===== config.mk =====
export PLATFORM = sky130hd
export DESIGN_NAME = panel_timing_gen
export DESIGN_NICKNAME = d
export VERILOG_FILES = /design/src/rtl/panel_timing_pkg.sv /design/src/rtl/panel_timing_axis.sv /design/src/rtl/panel_timing_ctr.sv /design/src/rtl/panel_timing_gen.sv
export SDC_FILE = /design/constraint.sdc
export NUM_CORES = 1
export LEC_CHECK = 0
export BUFFER_PORTS_ARGS = -buffer_cell sky130_fd_sc_hd__buf_2
export CAP_MARGIN = 10
export CORE_AREA = 2 2 101 103
export CTS_CLUSTER_DIAMETER = 100
export DETAILED_ROUTE_END_ITERATION = 6
export DIE_AREA = 0 0 103 105
export PLACE_DENSITY_LB_ADDON = 0.05
export SLEW_MARGIN = 20
export SYNTH_ARGS = -nofsm -noshare
export SYNTH_HDL_FRONTEND = slang
export SYNTH_SLANG_ARGS = --single-unit

===== constraint.sdc =====
create_clock -name clk_i -period 11.3 [get_ports clk_i]
set_clock_uncertainty 0.1 [all_clocks]
set_input_delay 1.13 -clock clk_i [delete_from_list [all_inputs] [get_ports clk_i]]
set_output_delay 1.13 -clock clk_i [all_outputs]
set_load 0.1 [all_outputs]

===== src/rtl/panel_timing_pkg.sv =====
package panel_timing_pkg;
  localparam int HW = 10;
  localparam int VW = 9;
  localparam int MW = 4;
  localparam logic [MW-1:0] MODE_IDLE = MW'(4);

  typedef struct packed {
    logic          valid;
    logic [HW-1:0] h_act;
    logic [HW-1:0] h_sync;
    logic [HW-1:0] h_sw;
    logic [HW-1:0] h_total;
    logic [VW-1:0] v_act;
    logic [VW-1:0] v_sync;
    logic [VW-1:0] v_sw;
    logic [VW-1:0] v_total;
  } tim_t;

  function automatic tim_t make_tim(input int ha, input int hfp, input int hsw, input int hbp,
                                    input int va, input int vfp, input int vsw, input int vbp);
    tim_t t;
    t.valid   = 1'b1;
    t.h_act   = HW'(ha);
    t.h_sync  = HW'(ha + hfp);
    t.h_sw    = HW'(hsw);
    t.h_total = HW'(ha + hfp + hsw + hbp);
    t.v_act   = VW'(va);
    t.v_sync  = VW'(va + vfp);
    t.v_sw    = VW'(vsw);
    t.v_total = VW'(va + vfp + vsw + vbp);
    return t;
  endfunction

  function automatic tim_t lookup_tim(input logic [MW-1:0] code);
    case (code)
      4'd0, 4'd1, 4'd2: return make_tim(320, 359, 1, 241, 240, 4, 1, 17);
      4'd3:             return make_tim(360, 35, 1, 241, 240, 21, 1, 0);
      4'd5, 4'd6:       return make_tim(320, 38, 1, 50, 240, 4, 1, 17);
      4'd7:             return make_tim(640, 252, 1, 28, 320, 4, 1, 18);
      4'd8:             return make_tim(720, 252, 1, 24, 360, 4, 1, 18);
      4'd10:            return make_tim(720, 3, 1, 272, 480, 4, 1, 15);
      4'd11:            return make_tim(640, 3, 1, 272, 480, 4, 1, 15);
      default:          return '0;
    endcase
  endfunction
endpackage


===== src/rtl/panel_timing_axis.sv =====
module panel_timing_axis #(
  parameter int W = 10
) (
  input  logic [W-1:0] cnt_i,
  input  logic [W-1:0] act_i,
  input  logic [W-1:0] sync_i,
  input  logic [W-1:0] sw_i,
  input  logic [W-1:0] total_i,
  input  logic         dir_i,
  output logic         act_o,
  output logic         sync_o,
  output logic         last_o,
  output logic [W-1:0] coord_o
);
  localparam logic [W-1:0] ONE = W'(1);

  assign act_o   = cnt_i < act_i;
  assign sync_o  = (cnt_i >= sync_i) && (cnt_i < sync_i + sw_i);
  assign last_o  = cnt_i == total_i - ONE;
  // mirrored coordinate when scanning the reverse way
  assign coord_o = dir_i ? cnt_i : act_i - ONE - cnt_i;
endmodule


===== src/rtl/panel_timing_ctr.sv =====
module panel_timing_ctr
  import panel_timing_pkg::*;
(
  input  logic          clk_i,
  input  logic          rst_ni,
  input  logic          pix_en_i,
  input  logic [MW-1:0] mode_i,
  input  logic          valid_i,
  input  logic          h_last_i,
  input  logic          v_last_i,
  output logic [MW-1:0] mode_o,
  output logic [HW-1:0] h_o,
  output logic [VW-1:0] v_o
);
  logic [MW-1:0] mode_q;
  logic [HW-1:0] h_q;
  logic [VW-1:0] v_q;
  logic          reload;

  // frame boundary, or idle: accept a new code
  assign reload = !valid_i || (h_last_i && v_last_i);

  always_ff @(posedge clk_i or negedge rst_ni) begin
    if (!rst_ni) begin
      mode_q <= MODE_IDLE;
      h_q    <= '0;
      v_q    <= '0;
    end else if (pix_en_i) begin
      if (reload) begin
        mode_q <= mode_i;
        h_q    <= '0;
        v_q    <= '0;
      end else if (h_last_i) begin
        h_q <= '0;
        v_q <= v_q + VW'(1);
      end else begin
        h_q <= h_q + HW'(1);
      end
    end
  end

  assign mode_o = mode_q;
  assign h_o    = h_q;
  assign v_o    = v_q;
endmodule


===== src/rtl/panel_timing_gen.sv =====
module panel_timing_gen
  import panel_timing_pkg::*;
(
  input  logic          clk_i,
  input  logic          rst_ni,
  input  logic          pix_en_i,
  input  logic [MW-1:0] mode_i,
  input  logic [1:0]    sync_sel_i,
  input  logic          hs_pol_i,
  input  logic          vs_pol_i,
  input  logic          de_pol_i,
  input  logic          hdir_i,
  input  logic          vdir_i,
  output logic          hsync_o,
  output logic          vsync_o,
  output logic          de_o,
  output logic [HW-1:0] h_cnt_o,
  output logic [VW-1:0] v_cnt_o,
  output logic [HW-1:0] x_o,
  output logic [VW-1:0] y_o
);
  logic [MW-1:0] mode_q;
  logic [HW-1:0] h_q, hx;
  logic [VW-1:0] v_q, vy;
  tim_t          tim;
  logic          h_act, h_sync, h_last;
  logic          v_act, v_sync, v_last;
  logic          hv_en, de_en, de_raw, hs_raw, vs_raw;

  assign tim = lookup_tim(mode_q);

  panel_timing_ctr i_ctr (
    .clk_i    (clk_i),
    .rst_ni   (rst_ni),
    .pix_en_i (pix_en_i),
    .mode_i   (mode_i),
    .valid_i  (tim.valid),
    .h_last_i (h_last),
    .v_last_i (v_last),
    .mode_o   (mode_q),
    .h_o      (h_q),
    .v_o      (v_q)
  );

  panel_timing_axis #(.W(HW)) i_h_axis (
    .cnt_i   (h_q),
    .act_i   (tim.h_act),
    .sync_i  (tim.h_sync),
    .sw_i    (tim.h_sw),
    .total_i (tim.h_total),
    .dir_i   (hdir_i),
    .act_o   (h_act),
    .sync_o  (h_sync),
    .last_o  (h_last),
    .coord_o (hx)
  );

  panel_timing_axis #(.W(VW)) i_v_axis (
    .cnt_i   (v_q),
    .act_i   (tim.v_act),
    .sync_i  (tim.v_sync),
    .sw_i    (tim.v_sw),
    .total_i (tim.v_total),
    .dir_i   (vdir_i),
    .act_o   (v_act),
    .sync_o  (v_sync),
    .last_o  (v_last),
    .coord_o (vy)
  );

  assign hv_en  = (sync_sel_i == 2'd0) || (sync_sel_i == 2'd1);
  assign de_en  = (sync_sel_i == 2'd1) || (sync_sel_i == 2'd2);
  assign de_raw = tim.valid && h_act && v_act;
  assign hs_raw = tim.valid && h_sync;
  assign vs_raw = tim.valid && v_sync;

  always_ff @(posedge clk_i or negedge rst_ni) begin
    if (!rst_ni) begin
      hsync_o <= 1'b0;
      vsync_o <= 1'b0;
      de_o    <= 1'b0;
      h_cnt_o <= '0;
      v_cnt_o <= '0;
      x_o     <= '0;
      y_o     <= '0;
    end else if (pix_en_i) begin
      hsync_o <= (hs_raw && hv_en) ? hs_pol_i : !hs_pol_i;
      vsync_o <= (vs_raw && hv_en) ? vs_pol_i : !vs_pol_i;
      de_o    <= (de_raw && de_en) ? de_pol_i : !de_pol_i;
      h_cnt_o <= h_q;
      v_cnt_o <= v_q;
      x_o     <= de_raw ? hx : '0;
      y_o     <= de_raw ? vy : '0;
    end
  end
endmodule


* Word-level counts from Yosys, hierarchy flattened
Memories as Yosys holds them, arrays and structs flattened.
Cells that the tools add are included.
** Word-level totals
- Bits of input ports :: 14
- Bits in read-only memories :: 832
- Flip-flop bits (word level) :: 64
- Memories kept :: 1
** Cells by class
- $lt $le $gt $ge :: 6
- Reductions and logical operators :: 21
- Equal/unequal tests :: 4
- Add/subtract/negate cells :: 10
- Mux-type cells :: 11
** Memory list
- (name not given) :: depth 16, width 52, read ports 1, clocked after memory_dff 0, wr ports 0, line panel_timing_pkg.sv:35 : case (code)
** Operators by type and width (count)
- $mux W10 :: 4
- $mux W9 :: 4
- $lt A10 B10 Y1 :: 2
- $sub A10 B1 Y10 const B :: 2
- $lt A9 B9 Y1 :: 2
- $sub A9 B1 Y9 const B :: 2
- $add A10 B1 Y10 const B :: 1
- $add A10 B10 Y10 :: 1
- $eq A10 B10 Y1 :: 1
- $ge A10 B10 Y1 :: 1
- $logic_and A1 B1 Y1 :: 10
- $sub A10 B10 Y10 :: 1
- $add A9 B1 Y9 const B :: 1
- $add A9 B9 Y9 :: 1
- $eq A9 B9 Y1 :: 1
- $ge A9 B9 Y1 :: 1
- $sub A9 B9 Y9 :: 1
- $logic_not A1 Y1 :: 4
- $reduce_and A2 Y1 :: 2
- $logic_or A1 B1 Y1 :: 3
- $mux W1 :: 3
- $eq A2 B1 Y1 const B :: 1
- $eq A2 B2 Y1 const B :: 1
- $logic_not A2 Y1 :: 1
- $reduce_bool A2 Y1 :: 1

* Longest topological paths before layout
An unclocked memory read counts as a cell.
- Word-level depth :: 7
- Mapped depth :: 16
- Depth with buffers taken out :: 16

* Modules after synthesis
From an unflattened synthesis, not the netlist that was laid out.
** Unflattened totals
- Cell total of the unflattened synthesis :: 801
- Area, all modules :: 6849.1 um^2
** Modules (own cells, without submodules)
- panel_timing_gen :: times used 1, cells each 195, area an instance 2170.8 um^2, seq. area each 1026.0 um^2
- panel_timing_axis at i_h_axis :: times used 1, cells each 262, area an instance 1921.8 um^2, seq. area each 0.0 um^2
- panel_timing_axis at i_v_axis :: times used 1, cells each 221, area an instance 1626.6 um^2, seq. area each 0.0 um^2
- panel_timing_ctr :: times used 1, cells each 123, area an instance 1129.8 um^2, seq. area each 576.8 um^2

* Worst setup path before layout
Ideal clock, no wire load.
- Path kind :: flip-flop to flip-flop
- Start point :: register i_ctr.mode_q[1], in the netlist i_ctr.mode_o[1]
- End point :: register i_ctr.mode_q[0], in the netlist i_ctr.mode_o[0]
- Clock period less this slack :: 3.586 ns
- Arrival time :: 3.361 ns
- Setup time :: 0.125 ns
- Path slack :: 7.714 ns
- Cell stages (with the launch flop) :: 16
- Path buffers :: 2
- Required time :: 11.075 ns
- Path through :: dfrtp_1 > inv_1 > ha_1 > buf_4 > nand2_2 > inv_2 > nor2_1 > ha_1 > xor2_1 > o211ai_1 > or3_4 > a2111oi_4 > a31oi_4 > or4_1 > buf_2 > mux2_4
** On the way
- Word-level cells in the longest chain between the ends :: 6
** Ends and longest elaborated chain
- from (decl) :: line panel_timing_ctr.sv:15 : logic [MW-1:0] mode_q;
- from (signal assigned) :: line panel_timing_ctr.sv:30 : mode_q <= mode_i;
- $mem_v2 Z16 W52 (*)
- $sub A10 B1 Y10 or $sub A9 B1 Y9 (tied branches) :: line panel_timing_axis.sv:19 : assign last_o = cnt_i == total_i - ONE;
- $eq A10 B10 Y1 or $eq A9 B9 Y1 (tied branches) :: line panel_timing_axis.sv:19
- $logic_and A1 B1 Y1 :: line panel_timing_ctr.sv:21 : assign reload = !valid_i || (h_last_i && v_last_i);
- $logic_or A1 B1 Y1 (*) :: line panel_timing_ctr.sv:21
- $reduce_and A2 Y1 (no line) (*)
Every way passes the cells marked *; elsewhere a longest branch is shown, timed or not.
A chain may end at the register's enable or synchronous reset.

* Worst setup path in the final report
- Start point :: register i_ctr.mode_q[2], in the netlist i_ctr.mode_o[2]
- End point :: register y_o[8]
** On the way
- Word-level cells in the longest chain between the ends :: 5
** Ends and longest elaborated chain
- $mem_v2 Z16 W52 (*)
- $sub A9 B1 Y9 or $lt A10 B10 Y1 (tied branches) :: line panel_timing_axis.sv:21, panel_timing_axis.sv:17
- $sub A9 B9 Y9 or $logic_and A1 B1 Y1 (tied branches) :: line panel_timing_axis.sv:21, panel_timing_gen.sv:73
- $mux W9 or $logic_and A1 B1 Y1 (tied branches) :: line panel_timing_axis.sv:21, panel_timing_gen.sv:73
- $mux W9 (*) :: line panel_timing_gen.sv:93 : y_o <= de_raw ? vy : '0;
- to (signal assigned) :: line panel_timing_gen.sv:93
- to (decl) :: line panel_timing_gen.sv:20 : output logic [VW-1:0] y_o
Marks and branches as above.

==> out/metrics.csv <==
stage,metric,value,unit
route,"antenna viol nets, final",0,
critical_path,Setup crit end kind,flip-flop,
placement,dpl hpwl,10.10,mm
floorplan,row count,36,
status,outcome,finished clean,
placement,Placed Area,5579,sq um
synthesis,Post-synth EDFFs,0,
synthesis,post-synthesis sequential area ratio,0.3043,
timing,crit share post-route,0.3699,
clock_tree,# resized after CTS,0,
synthesis,cell accounting for the most synthesized area,dfrtp_1,
synthesis,dominant cells by area after synthesis,"dfrtp_1 (30%), ha_1 (15%), mux2_2 (4.5%)",
synthesis,asr flop ratio synth,1.000,
synthesis,Commonest cells post-synth,"dfrtp_1 (63), ha_1 (63), nand2_1 (45)",
floorplan,Die ar.,10820,sq um
clock_tree,worst skew pair latency,0.36,ns
critical_path,R2R Setup Slk,7.12,ns
timing,Final Slew Violations,0,
synthesis,Syn. warnings,0,
clock_tree,CTS Hold Buffers Added,0,
clock_tree,"CTS clk-pin slew, worst paths",0.08,ns
clock_tree,post-CTS setup buffers,0,
critical_path,crit path max fanout,26,
synthesis,main combinational cell family by area after synthesis,compound AO/OA/AOI/OAI gates,
timing,final setup fails,0,
synthesis,post-synthesis mux area share,0.07150,
synthesis,Synth cell types,68,
clock_tree,TritonCTS Buffers,9,
clock_tree,clock root buffer,clkbuf_8,
synthesis,Synth Area in Compound Gates,0.1929,
min_path,worst hold path type,flip-flop to flip-flop,
timing,Slew Limit Headroom,0.4470,
final_layout,layout cells sized above 1,0.1828,
final_layout,ANT cells,0,
grt,first-pass GRT wire length,23.02,mm
timing,RSZ-0062 raised after global routing,no,
grt,GRT Residual Overflow,0,
critical_path,"Data required, critical path",11.50,ns
timing,Slew @ Worst Pin,0.8295,ns
placement,gpl congestion,0.9826,
synthesis,Mapped Area,5268,sq um
route,# DRC,0,
final_layout,Nets,692,
floorplan,Die Width,103,um
final_layout,fillcell total,901,
synthesis,Simple-Gate Fraction of Synth Area,0.1537,
timing,min Tclk post-route,4.180,ns
timing,Post-Route Setup TNS,0,ns
synthesis,Post-Synth XOR/XNOR Area,0.06152,
synthesis,Mean Syn Cell Area,9.082,sq um
run,Max-Cap Viols,0,
floorplan,initial core utilization,0.5465,
route,first-pass detailed-route iteration total,5,
final_layout,Area Growth Syn to Fin,10.26,%
critical_path,nature of the critical path startpoint,flip-flop,
critical_path,Crit Path Category,flip-flop to flip-flop,
grt,Total GRT Usage,0.2761,
route,DR WL/cell,18.60,um
final_layout,"Design Area, Final",5808,sq um
route,via/cell ratio,5.931,
critical_path,Critical Path AT,4.38,ns
route,Vias,4454,
placement,PortBufs,54,
synthesis,Yosys reg bits,64,
floorplan,core box area,9639,sq um
final_layout,Util after Layout,0.6025,
timing,Max Fclk,239.2,MHz
synthesis,synthesized instance count,580,
synthesis,Post-synth top flop,dfrtp_1,
floorplan,Die Y-Extent,105,um
route,1st-iter DRT viols,402,
floorplan,Top Ports,55,
clock_tree,H-tree depth,3,
timing,final hold viol count,0,
synthesis,adder-cell share of the synthesized area,0.1572,
grt,vias in the first global route,4336,
grt,largest net degree at the start of global routing,65,
grt,initial antenna violation count,0,
route,WL final,13.97,mm
clock_tree,Max clock buf depth,2,
clock_tree,Num Clock Sinks,64,
synthesis,top cell type's share of synthesized area,0.2993,
synthesis,Mapped Nets,659,
clock_tree,CTS tree,done,
routing by layer:
layer / share of wire / GRT usage
met1: 0.47 / 0.4154
met2: 0.43 / 0.3808
met3: 0.071 / 0.06221
met4: 0.023 / 0.1053
met5: 0 / 0
logic make-up (layout without fill, tap and decap cells):
logic type | Yosys count | after routing
simple gates | 159 | 159
compound gates | 144 | 144
buf+inv | 78 | 116
fa+ha+maj | 65 | 65
flops | 64 | 64
xor+xnor | 37 | 37
mux | 33 | 33
critical path: stages (launching register included):
cell and delay [ns]:
dfstp_2 0.80, inv_1 0.17, o21ai_1 0.51, o21ai_0 0.30
ha_1 0.41, o21ai_0 0.11, a21oi_1 0.09, o21a_1 0.16
o21ai_0 0.14, nand3b_1 0.55, a2111oi_0 0.64, a21o_1 0.13
placed cells by master (no fill, tap or decap), types with 6 or more instances in the layout:
cell,count
o211ai_1,6
nor2_1,28
inv_1,39
mux2i_1,8
ha_1,63
nand2_1,45
a21oi_1,31
mux2_2,21
buf_2,54
o22ai_1,9
nand2b_1,7
a2111oi_0,10
clkbuf_8,10
o21ai_0,21
a21o_1,15
xor2_1,11
o2bb2ai_1,19
dfrtp_1,63
o21ai_1,7
xnor2_1,26
nor3_1,14
nand3_1,20
nand4_1,8
flip-flops by register name, indices dropped and copies added, names as in the netlist:
name	flops
de_o	1
h_cnt_o	10
hsync_o	1
i_ctr.h_o	10
i_ctr.mode_o	4
i_ctr.v_o	9
v_cnt_o	9
vsync_o	1
x_o	10
y_o	9
worst paths after layout:
check,from,to,depth (start not counted)
worst min-delay path,x_o[0],x_o[0],1
worst max register to register,i_ctr.mode_o[2],y_o[8],11
min in group asynchronous,rst_ni,h_cnt_o[9],2
worst min register to register,x_o[0],x_o[0],1
worst max-delay path,i_ctr.mode_o[2],y_o[8],11
max in group asynchronous,rst_ni,i_ctr.v_o[8],2
stage by stage:
stage	cells	worst slack (ns)	hold slack, ns
3_5_place_dp	735	7.127	0.3683
3_3_place_gp	735	7.344	0.3735
6_report	751	7.120	0.3886
2_1_floorplan	580	7.714	0.4657
5_1_grt	751	6.710	0.4004
4_1_cts	751	7.101	0.3935
final cells by class:
type,count,area [sq um],area share
multi-input cells,438,3354,0.5776
clock inverters,6,91.34,0.01573
clock buffers,10,137.6,0.02370
repair buffers,57,292.8,0.05041
flip-flops and latches,64,1603,0.2760
inverters,43,162.7,0.02801
well taps,133,166.4,0.02865
Power is left out: the tool's default activity adds up to more than one toggle a clock period on the data nets, which glitch-free logic cannot reach.
